`src/rtl/gpio_bank_pkg.sv`:
```
package gpio_bank_pkg;

    // Register select codes on the two-bit bus address
    typedef enum logic [1:0] {
        SEL_DIR  = 2'd0,
        SEL_PORT = 2'd1,
        SEL_LAT  = 2'd2,
        SEL_VOID = 2'd3
    } reg_sel_e;

    localparam int unsigned ADDR_W = 2;

endpackage

```
`src/rtl/gpio_bank_sync.sv`:
```
module gpio_bank_sync #(
    parameter int unsigned WIDTH = 16
) (
    input  logic             clk,
    input  logic             rst_n,
    input  logic [WIDTH-1:0] raw_i,
    output logic [WIDTH-1:0] sync_o
);

    typedef struct packed {
        logic [WIDTH-1:0] first;
        logic [WIDTH-1:0] second;
    } sync_t;

    sync_t sync_d, sync_q;

    always_comb begin
        sync_d        = sync_q;
        sync_d.first  = raw_i;
        sync_d.second = sync_q.first;
    end

    always_ff @(posedge clk or negedge rst_n) begin
        if (!rst_n) begin
            sync_q <= '0;
        end else begin
            sync_q <= sync_d;
        end
    end

    assign sync_o = sync_q.second;

endmodule

```
`src/rtl/gpio_bank_regs.sv`:
```
module gpio_bank_regs
    import gpio_bank_pkg::*;
#(
    parameter int unsigned WIDTH = 16
) (
    input  logic             clk,
    input  logic             rst_n,
    input  logic             wr_i,
    input  reg_sel_e         sel_i,
    input  logic [WIDTH-1:0] wdata_i,
    output logic [WIDTH-1:0] dir_o,
    output logic [WIDTH-1:0] lat_o
);

    typedef struct packed {
        logic [WIDTH-1:0] dir;
        logic [WIDTH-1:0] lat;
    } regs_t;

    regs_t regs_d, regs_q;

    always_comb begin
        regs_d = regs_q;
        if (wr_i) begin
            unique case (sel_i)
                SEL_DIR:  regs_d.dir = wdata_i;
                SEL_PORT: regs_d.lat = wdata_i;   // port writes land in the latch
                SEL_LAT:  regs_d.lat = wdata_i;
                default:  ;                       // unused slot, no effect
            endcase
        end
    end

    always_ff @(posedge clk or negedge rst_n) begin
        if (!rst_n) begin
            regs_q.dir <= '1;
            regs_q.lat <= '0;
        end else begin
            regs_q <= regs_d;
        end
    end

    assign dir_o = regs_q.dir;
    assign lat_o = regs_q.lat;


    dir_write_chk: assert property (@(posedge clk) disable iff (!rst_n)
        (wr_i && sel_i == SEL_DIR) |=> (dir_o == $past(wdata_i)));


    port_write_chk: assert property (@(posedge clk) disable iff (!rst_n)
        (wr_i && sel_i == SEL_PORT) |=> (lat_o == $past(wdata_i) && $stable(dir_o)));


    lat_write_chk: assert property (@(posedge clk) disable iff (!rst_n)
        (wr_i && sel_i == SEL_LAT) |=> (lat_o == $past(wdata_i)));


    void_write_chk: assert property (@(posedge clk) disable iff (!rst_n)
        (wr_i && sel_i == SEL_VOID) |=> ($stable(dir_o) && $stable(lat_o)));


    idle_hold_chk: assert property (@(posedge clk) disable iff (!rst_n)
        !wr_i |=> ($stable(dir_o) && $stable(lat_o)));

endmodule

```
`src/rtl/gpio_bank_padmux.sv`:
```
module gpio_bank_padmux #(
    parameter int unsigned WIDTH = 16
) (
    input  logic [WIDTH-1:0] dir_i,
    input  logic [WIDTH-1:0] lat_i,
    input  logic [WIDTH-1:0] periph_en_i,
    input  logic [WIDTH-1:0] periph_out_i,
    input  logic [WIDTH-1:0] periph_oe_i,
    output logic [WIDTH-1:0] pad_out_o,
    output logic [WIDTH-1:0] pad_oe_o
);

    for (genvar p = 0; p < WIDTH; p++) begin : g_pin
        always_comb begin
            if (periph_en_i[p]) begin
                pad_out_o[p] = periph_out_i[p];
                pad_oe_o[p]  = periph_oe_i[p];
            end else begin
                pad_out_o[p] = lat_i[p];
                pad_oe_o[p]  = ~dir_i[p];
            end
        end
    end

endmodule

```
`src/rtl/gpio_bank.sv`:
```
module gpio_bank
    import gpio_bank_pkg::*;
#(
    parameter int unsigned NPINS = 16
) (
    input  logic              clk,
    input  logic              rst_n,
    input  logic              bus_wr,
    input  logic [ADDR_W-1:0] bus_addr,
    input  logic [NPINS-1:0]  bus_wdata,
    output logic [NPINS-1:0]  bus_rdata,
    input  logic [NPINS-1:0]  pad_in,
    output logic [NPINS-1:0]  pad_out,
    output logic [NPINS-1:0]  pad_oe,
    input  logic [NPINS-1:0]  periph_en,
    input  logic [NPINS-1:0]  periph_out,
    input  logic [NPINS-1:0]  periph_oe
);

    reg_sel_e         sel;
    logic [NPINS-1:0] dir_w, lat_w, port_w;

    assign sel = reg_sel_e'(bus_addr);

    gpio_bank_sync #(.WIDTH(NPINS)) u_sync (
        .clk    (clk),
        .rst_n  (rst_n),
        .raw_i  (pad_in),
        .sync_o (port_w)
    );

    gpio_bank_regs #(.WIDTH(NPINS)) u_regs (
        .clk     (clk),
        .rst_n   (rst_n),
        .wr_i    (bus_wr),
        .sel_i   (sel),
        .wdata_i (bus_wdata),
        .dir_o   (dir_w),
        .lat_o   (lat_w)
    );

    gpio_bank_padmux #(.WIDTH(NPINS)) u_mux (
        .dir_i        (dir_w),
        .lat_i        (lat_w),
        .periph_en_i  (periph_en),
        .periph_out_i (periph_out),
        .periph_oe_i  (periph_oe),
        .pad_out_o    (pad_out),
        .pad_oe_o     (pad_oe)
    );

    always_comb begin
        unique case (sel)
            SEL_DIR:  bus_rdata = dir_w;
            SEL_PORT: bus_rdata = port_w;   // live pin view
            SEL_LAT:  bus_rdata = lat_w;    // stored drive value
            default:  bus_rdata = '0;
        endcase
    end


    gp_drive_chk: assert property (@(posedge clk) disable iff (!rst_n)
        ((pad_oe & ~periph_en) & dir_w) == '0);

endmodule

```
`config.mk`:
```
export PLATFORM = sky130hd
export DESIGN_NAME = gpio_bank
export DESIGN_NICKNAME = d
export VERILOG_FILES = /design/src/rtl/gpio_bank_pkg.sv /design/src/rtl/gpio_bank_sync.sv /design/src/rtl/gpio_bank_regs.sv /design/src/rtl/gpio_bank_padmux.sv /design/src/rtl/gpio_bank.sv
export SDC_FILE = /design/constraint.sdc
export NUM_CORES = 1
export LEC_CHECK = 0
export ABC_CLOCK_PERIOD_IN_PS = 3100
export CAP_MARGIN = 25
export CELL_PAD_IN_SITES_DETAIL_PLACEMENT = 2
export CELL_PAD_IN_SITES_GLOBAL_PLACEMENT = 2
export CORE_MARGIN = 2
export CORE_UTILIZATION = 25
export DETAILED_ROUTE_END_ITERATION = 10
export HOLD_SLACK_MARGIN = 0.06
export PLACE_DENSITY = 0.9
export SLEW_MARGIN = 25
export SYNTH_ARGS = -nofsm -noshare
export SYNTH_HDL_FRONTEND = slang
export SYNTH_SLANG_ARGS = --single-unit
```
`constraint.sdc`:
```
create_clock -name clk -period 3.1 [get_ports clk]
set_clock_uncertainty 0.2 [all_clocks]
set_input_delay 0.93 -clock clk [delete_from_list [all_inputs] [get_ports clk]]
set_output_delay 0.93 -clock clk [all_outputs]
set_load 0.01 [all_outputs]
```
==> metrics.txt, run 1 <==
fraction of layout instances using a drive strength above 1 0.3665; register-to-register setup slack 2090 ps; clock tree from TritonCTS yes; critical path capture point type output pin; sequential cell area fraction in the yosys report 0.5926; number of instances in the synthesized netlist 192; number of filler cells placed in the layout 1114; io pins 133; cell type with the highest aggregate area in the netlist dfrtp_1; vias in the first global route 2676; average cell area after synthesis 14.25 um^2; post-route antenna net violation count 0; Total GRT Usage 0.1694; maximum clock frequency 0.3131 GHz; number of clock buffers inserted by TritonCTS 9; post-synthesis adder-cell area fraction 0.01829; number of I/O port buffers 132; simple-gate share of the synthesized area 0.05213; area added between synthesis and finish 68.45%; failing checks negative setup slack; starting density of the core 0.2547; time the worst path needs with I/O delays and setup 3194 ps; number of vias in the routed layout 2299; LEAKAGE 2.066 nW; number of nets in the final layout 436; initial antenna violation count 0; post-detailed-placement half-perimeter wirelength 6724 um; power per cell area 525.3 nW/um^2; ys flop type dfrtp_1; fraction of post-synthesis cell area in the top cell type by area 0.4390; height of the die 108.6 um; Worst-path clk slew 60 ps; share of synthesized registers carrying an async set or reset 1.000; Mapped Nets 281; netlist area before placement 2736 um^2; number of library cell types mapped by synthesis 15; max-capacitance violation count 0; total gr overflow 0; clock buffer depth 2; detailed-route wire length per cell 19.60 um; XOR/XNOR share of the synthesized area 0; DIE WIDTH 108.6 um; classification of the worst setup path in -> out; compound-gate portion of the synthesized area 0.08779; core region area 10750 um^2; final count of hold timing violations 0; sum of routed wire length over all layers 9645 um; Yosys reg bits 64; root buffer cell clkbuf_8; dominant combinational cell family by area after synthesis multiplexers; Antenna diodes 0; most frequent cell after synthesis dfrtp_1; routability cong. 0.7567; Vias/cell 4.673; ratio of final minimum period to clock period 1.030; total die area 11800 um^2; final worst hold slack 148.9 ps; max-slew violation total from the final report 0; startpoint type of the worst setup path primary input; setup repair after global routing missed its margin true; Peak supply drop 0.2480 mV; required time of the critical path 1970 ps; Placement Rows 38; first-pass iteration count of the detailed router 5; Yosys warnings 0; largest net degree at the start of global routing 32; Total Power 2.421 mW; setup violators final 16; total number of H-tree levels 3; total of hold buffers inserted after clock tree synthesis 0; path class of the lowest-slack min-delay path reg -> reg; setup slack after layout -94.38 ps; most frequent cells after synthesis dfrtp_1, mux2_2, mux2_4; number of clock sinks 64; dominant cells by area after synthesis dfrtp_1, dfstp_2, mux2_2; global-route wire length before repair 14770 um; result of the run finished, violations left; peak fanout along the critical path 8; share of synthesized area spent on multiplexers 0.2250; Max-Slew Margin vs Limit 0.6788; EDFF count, synth 0; DRC marker count from the first detailed-route iteration 106; DRC errors left 0; clock latency reported for the late side of the worst-skew pair 330 ps; transition time of the tightest slew-check pin 481.8 ps; Arrival @ worst endpoint 2060 ps
stage by stage:
step / TNS [ps] / setup WS [ps] / std cells / util / area, um^2
finish: -1108 / -94.38 / 492 / 0.4290 / 4609
global route: -1955 / -154.4 / 492 / 0.4290 / 4609
CTS: -1014 / -104.8 / 491 / 0.4277 / 4596
detailed placement: -21670 / -896.5 / 468 / 0.4022 / 4322
global placement: -18990 / -797.8 / 468 / 0.4022 / 4322
floorplan: 0 / 143.2 / 192 / - / 2736
timing repair:
action	4_1_cts	5_1_grt
endpoints found under the setup margin	48	16
pin swaps	27	19
gates cloned	3	0
setup buffers	4	1
resized for setup	152	2
per-layer routing:
| layer | track usage | vias to the layer above | share of wire |
|---|---|---|---|
| met5 | 0 | - | 0 |
| met4 | 0.06227 | 0 | 0.018 |
| met3 | 0.02451 | 11 | 0.038 |
| met2 | 0.3152 | 71 | 0.56 |
| met1 | 0.1960 | 1198 | 0.39 |
| li1 | - | 1019 | - |
state kept, by name, summed over array words and instances (netlist names):
name           cells
u_regs.dir_o      16
u_regs.lat_o      16
u_sync.sync_d     16
u_sync.sync_o     16
worst max-delay path: stages:
cell and delay, ps:
buf_8 90, inv_8 30, ha_4 160, buf_12 140, buf_12 140, a222oi_1 350
nor2_1 70, buf_2 150
layout make-up:
| type | count | area [um^2] | share of cell area |
|---|---|---|---|
| clock buffers | 11 | 141.4 | 0.03067 |
| clock inverters | 5 | 80.08 | 0.01737 |
| inverters | 2 | 20.02 | 0.004343 |
| multi-input cells | 118 | 1086 | 0.2356 |
| flip-flops and latches | 64 | 1622 | 0.3518 |
| well taps | 140 | 175.2 | 0.03800 |
| repair buffers | 152 | 1485 | 0.3222 |
report_power, final:
part	internal, mW	total [mW]	switching, mW
Combinational	0.351	0.577	0.226
Sequential	0.967	1.05	0.0785
Clock	0.474	0.798	0.324
cell families after synthesis:
| kind of cell | Yosys count |
|---|---|
| flops | 64 |
| compound gates | 32 |
| buf+inv | 10 |
| fa+ha+maj | 4 |
| simple gates | 34 |
| mux | 48 |
cells in the final DEF (no fill, tap or decap), types with 10 or more instances in the layout:
master,n
buf_4,10
clkbuf_8,10
nand2_1,16
nor2_1,16
o21ai_0,16
mux2_4,20
a222oi_1,16
dlygate4sd2_1,44
dfstp_2,16
mux2_2,28
clkdlybuf4s50_1,65
buf_2,17
dfrtp_1,48
worst paths after layout:
kind | start | end | cells past startpoint
worst max-delay path | bus_addr[0] | bus_rdata[8] | 8
worst min-delay path | u_sync.sync_d[5] | u_sync.sync_o[5] | 0
worst max register to register | u_regs.lat_o[8] | u_regs.lat_o[8] | 1
worst min register to register | u_sync.sync_d[5] | u_sync.sync_o[5] | 0
max in group asynchronous | rst_n | u_regs.dir_o[4] | 2
min in group asynchronous | rst_n | u_sync.sync_d[15] | 1
No activity file was read; power rests on OpenSTA's default activity.
==> run 2, diff against run 1 <==
--- a/config.mk
+++ b/config.mk
@@ -5,15 +5,15 @@
 export SDC_FILE = /design/constraint.sdc
 export NUM_CORES = 1
 export LEC_CHECK = 0
-export ABC_CLOCK_PERIOD_IN_PS = 3100
+export ABC_CLOCK_PERIOD_IN_PS = 2910
 export CAP_MARGIN = 25
 export CELL_PAD_IN_SITES_DETAIL_PLACEMENT = 2
 export CELL_PAD_IN_SITES_GLOBAL_PLACEMENT = 2
 export CORE_MARGIN = 2
-export CORE_UTILIZATION = 25
+export CORE_UTILIZATION = 23
 export DETAILED_ROUTE_END_ITERATION = 10
 export HOLD_SLACK_MARGIN = 0.06
-export PLACE_DENSITY = 0.9
+export PLACE_DENSITY = 0.88
 export SLEW_MARGIN = 25
 export SYNTH_ARGS = -nofsm -noshare
 export SYNTH_HDL_FRONTEND = slang
==> constraint.sdc (replaced) <==
create_clock -name clk -period 2.91 [get_ports clk]
set_clock_uncertainty 0.2 [all_clocks]
set_input_delay 0.873 -clock clk [delete_from_list [all_inputs] [get_ports clk]]
set_output_delay 0.873 -clock clk [all_outputs]
set_load 0.01 [all_outputs]
==> metrics.txt, run 2 (synthesized netlist as in run 1, its figures left out) <==
Antenna diodes 0; internal power summed over all cells 1.996 mW; classification of the worst setup path in -> out; switching fraction of total power 0.2581; setup repair after global routing missed its margin true; root buffer cell clkbuf_16; Worst-path clk slew 50 ps; critical path capture point type output pin; ratio of final minimum period to clock period 1.047; post-route insts no fill 491; Placement Rows 39; peak fanout along the critical path 4; number of I/O port buffers 132; final count of hold timing violations 0; DRC marker count from the first detailed-route iteration 98; critical-path cell with the highest stage delay a222oi_1; setup violators final 15; LEAKAGE 2.056 nW; worst-path cell chain buf_8, buf_6, ha_4, buf_4, a222oi_1, nor2_1, buf_2; number of nets in the final layout 432; most common library cell in the layout ignoring fill and taps clkdlybuf4s50_1; clock buffer depth 2; failing checks design-rule violations, negative setup slack; most frequent cells in the layout clkdlybuf4s50_1, dfrtp_1, dlygate4sd2_1, mux2_2, mux2_4; Arrival @ worst endpoint 1970 ps; family with the most delay on the worst path buffers and inverters; initial antenna violation count 0; number of clock buffers inserted by TritonCTS 9; first-pass iteration count of the detailed router 8; number of placed instances, taps included 473; Total GRT Usage 0.1490; number of filler cells placed in the layout 1193; detailed-route wire length per cell 18.92 um; starting density of the core 0.2376; post-route antenna net violation count 0; global-route wire length before repair 14410 um; clock tree from TritonCTS yes; maximum clock frequency 0.3283 GHz; height of the die 113.1 um; worst hold stages 0; flip-flop and latch area 1622 um^2; Clock power frac 0.361; final sum of negative setup slack -576.8 ps; delay contributed by the slowest stage of the critical path 280 ps; fraction of layout instances using a drive strength above 1 0.3707; combinational share of power 0.224; sequential share of power 0.415; vias in the first global route 2583; total of hold buffers inserted after clock tree synthesis 0; largest net degree at the start of global routing 65; setup slack after layout -136.4 ps; sum of routed wire length over all layers 9292 um; total die area 12790 um^2; io pins 133; result of the run finished, violations left; routability cong. 0.7610; startpoint type of the worst setup path primary input; clock latency reported for the late side of the worst-skew pair 320 ps; path class of the lowest-slack min-delay path reg -> reg; number of buffers inserted to repair setup after CTS 0; number of vias in the routed layout 2237; number of clock sinks 64; max-capacitance violation count 0; core region area 11520 um^2; Worst R2R Path Depth 1; total gr overflow 0; power dissipated by switching net loads 0.6943 mW; DIE WIDTH 113.1 um; Worst Path Buf+Inv 4; Vias/cell 4.556; time the worst path needs with I/O delays and setup 3046 ps; combined area of the multi-input logic cells 1086 um^2; Peak supply drop 0.3348 mV; transition time of the tightest slew-check pin 359.4 ps; required time of the critical path 1840 ps; WP depth 7; area added between synthesis and finish 68.13%; max-slew violation total from the final report 0; Max-Slew Margin vs Limit 0.7602; post-detailed-placement half-perimeter wirelength 6875 um; final worst hold slack 148.4 ps; power per cell area 584.8 nW/um^2; DRC errors left 8; total number of H-tree levels 3
==> run 2: layout make-up <==
| class | count | area share |
|---|---|---|
| Sequential cell | 64 | 0.3525 |
| Clock inverter | 4 | 0.004351 |
| Timing Repair Buffer | 148 | 0.3109 |
| Multi-Input combinational cell | 118 | 0.2361 |
| Clock buffer | 12 | 0.05358 |
| Inverter | 2 | 0.003807 |
| Tap cell | 143 | 0.03889 |
==> run 2: final timing paths <==
| kind | from | end | slack [ps] |
|---|---|---|---|
| min | u_sync.sync_d[5] | u_sync.sync_o[5] | 150 |
| min reg2reg | u_sync.sync_d[5] | u_sync.sync_o[5] | 150 |
| max in group asynchronous | rst_n | u_regs.dir_o[12] | 1820 |
| min in group asynchronous | rst_n | u_regs.lat_o[2] | 360 |
| max reg2reg | u_regs.lat_o[9] | u_regs.lat_o[9] | 1910 |
| max | bus_addr[1] | bus_rdata[1] | -140 |
==> run 2: timing repair <==
action,in CTS,in global routing
endpoints found under the setup margin,48,19
pin swaps,26,16
gates resized for setup,168,4
gates cloned,2,0
==> run 2: power groups by stage <==
| stage | combinational, mW | sequential, mW | clock [mW] |
|---|---|---|---|
| after floorplan | 0.286 | 1.09 | 0 |
| after global placement | 0.634 | 1.13 | 0 |
| after detailed placement | 0.660 | 1.13 | 0 |
| after CTS | 0.613 | 1.12 | 0.989 |
| after global routing | 0.651 | 1.13 | 1.03 |
| final | 0.602 | 1.12 | 0.971 |
==> run 2: per-stage QoR <==
stage / total power [mW] / util / cell area (um^2) / worst slack [ps]
final: 2.690 / 0.3995 / 4601 / -136.4
after global routing: 2.812 / 0.3995 / 4601 / -193.4
after CTS: 2.722 / 0.3987 / 4592 / -137.2
after detailed placement: 1.794 / 0.3758 / 4328 / -1055
after global placement: 1.764 / 0.3758 / 4328 / -928.2
after floorplan: 1.379 / - / 2736 / 67.25
==> run 2: per-layer routing <==
metal / GRT usage / vias up / part of all wire / wire length [um]
met1: 0.1634 / 1137 / 0.37 / 3407
li1: - / 1012 / - / -
met4: 0.05203 / 0 / 0.017 / 161
met3: 0.02464 / 9 / 0.043 / 402
met2: 0.2874 / 79 / 0.57 / 5320
met5: 0 / - / 0 / 0
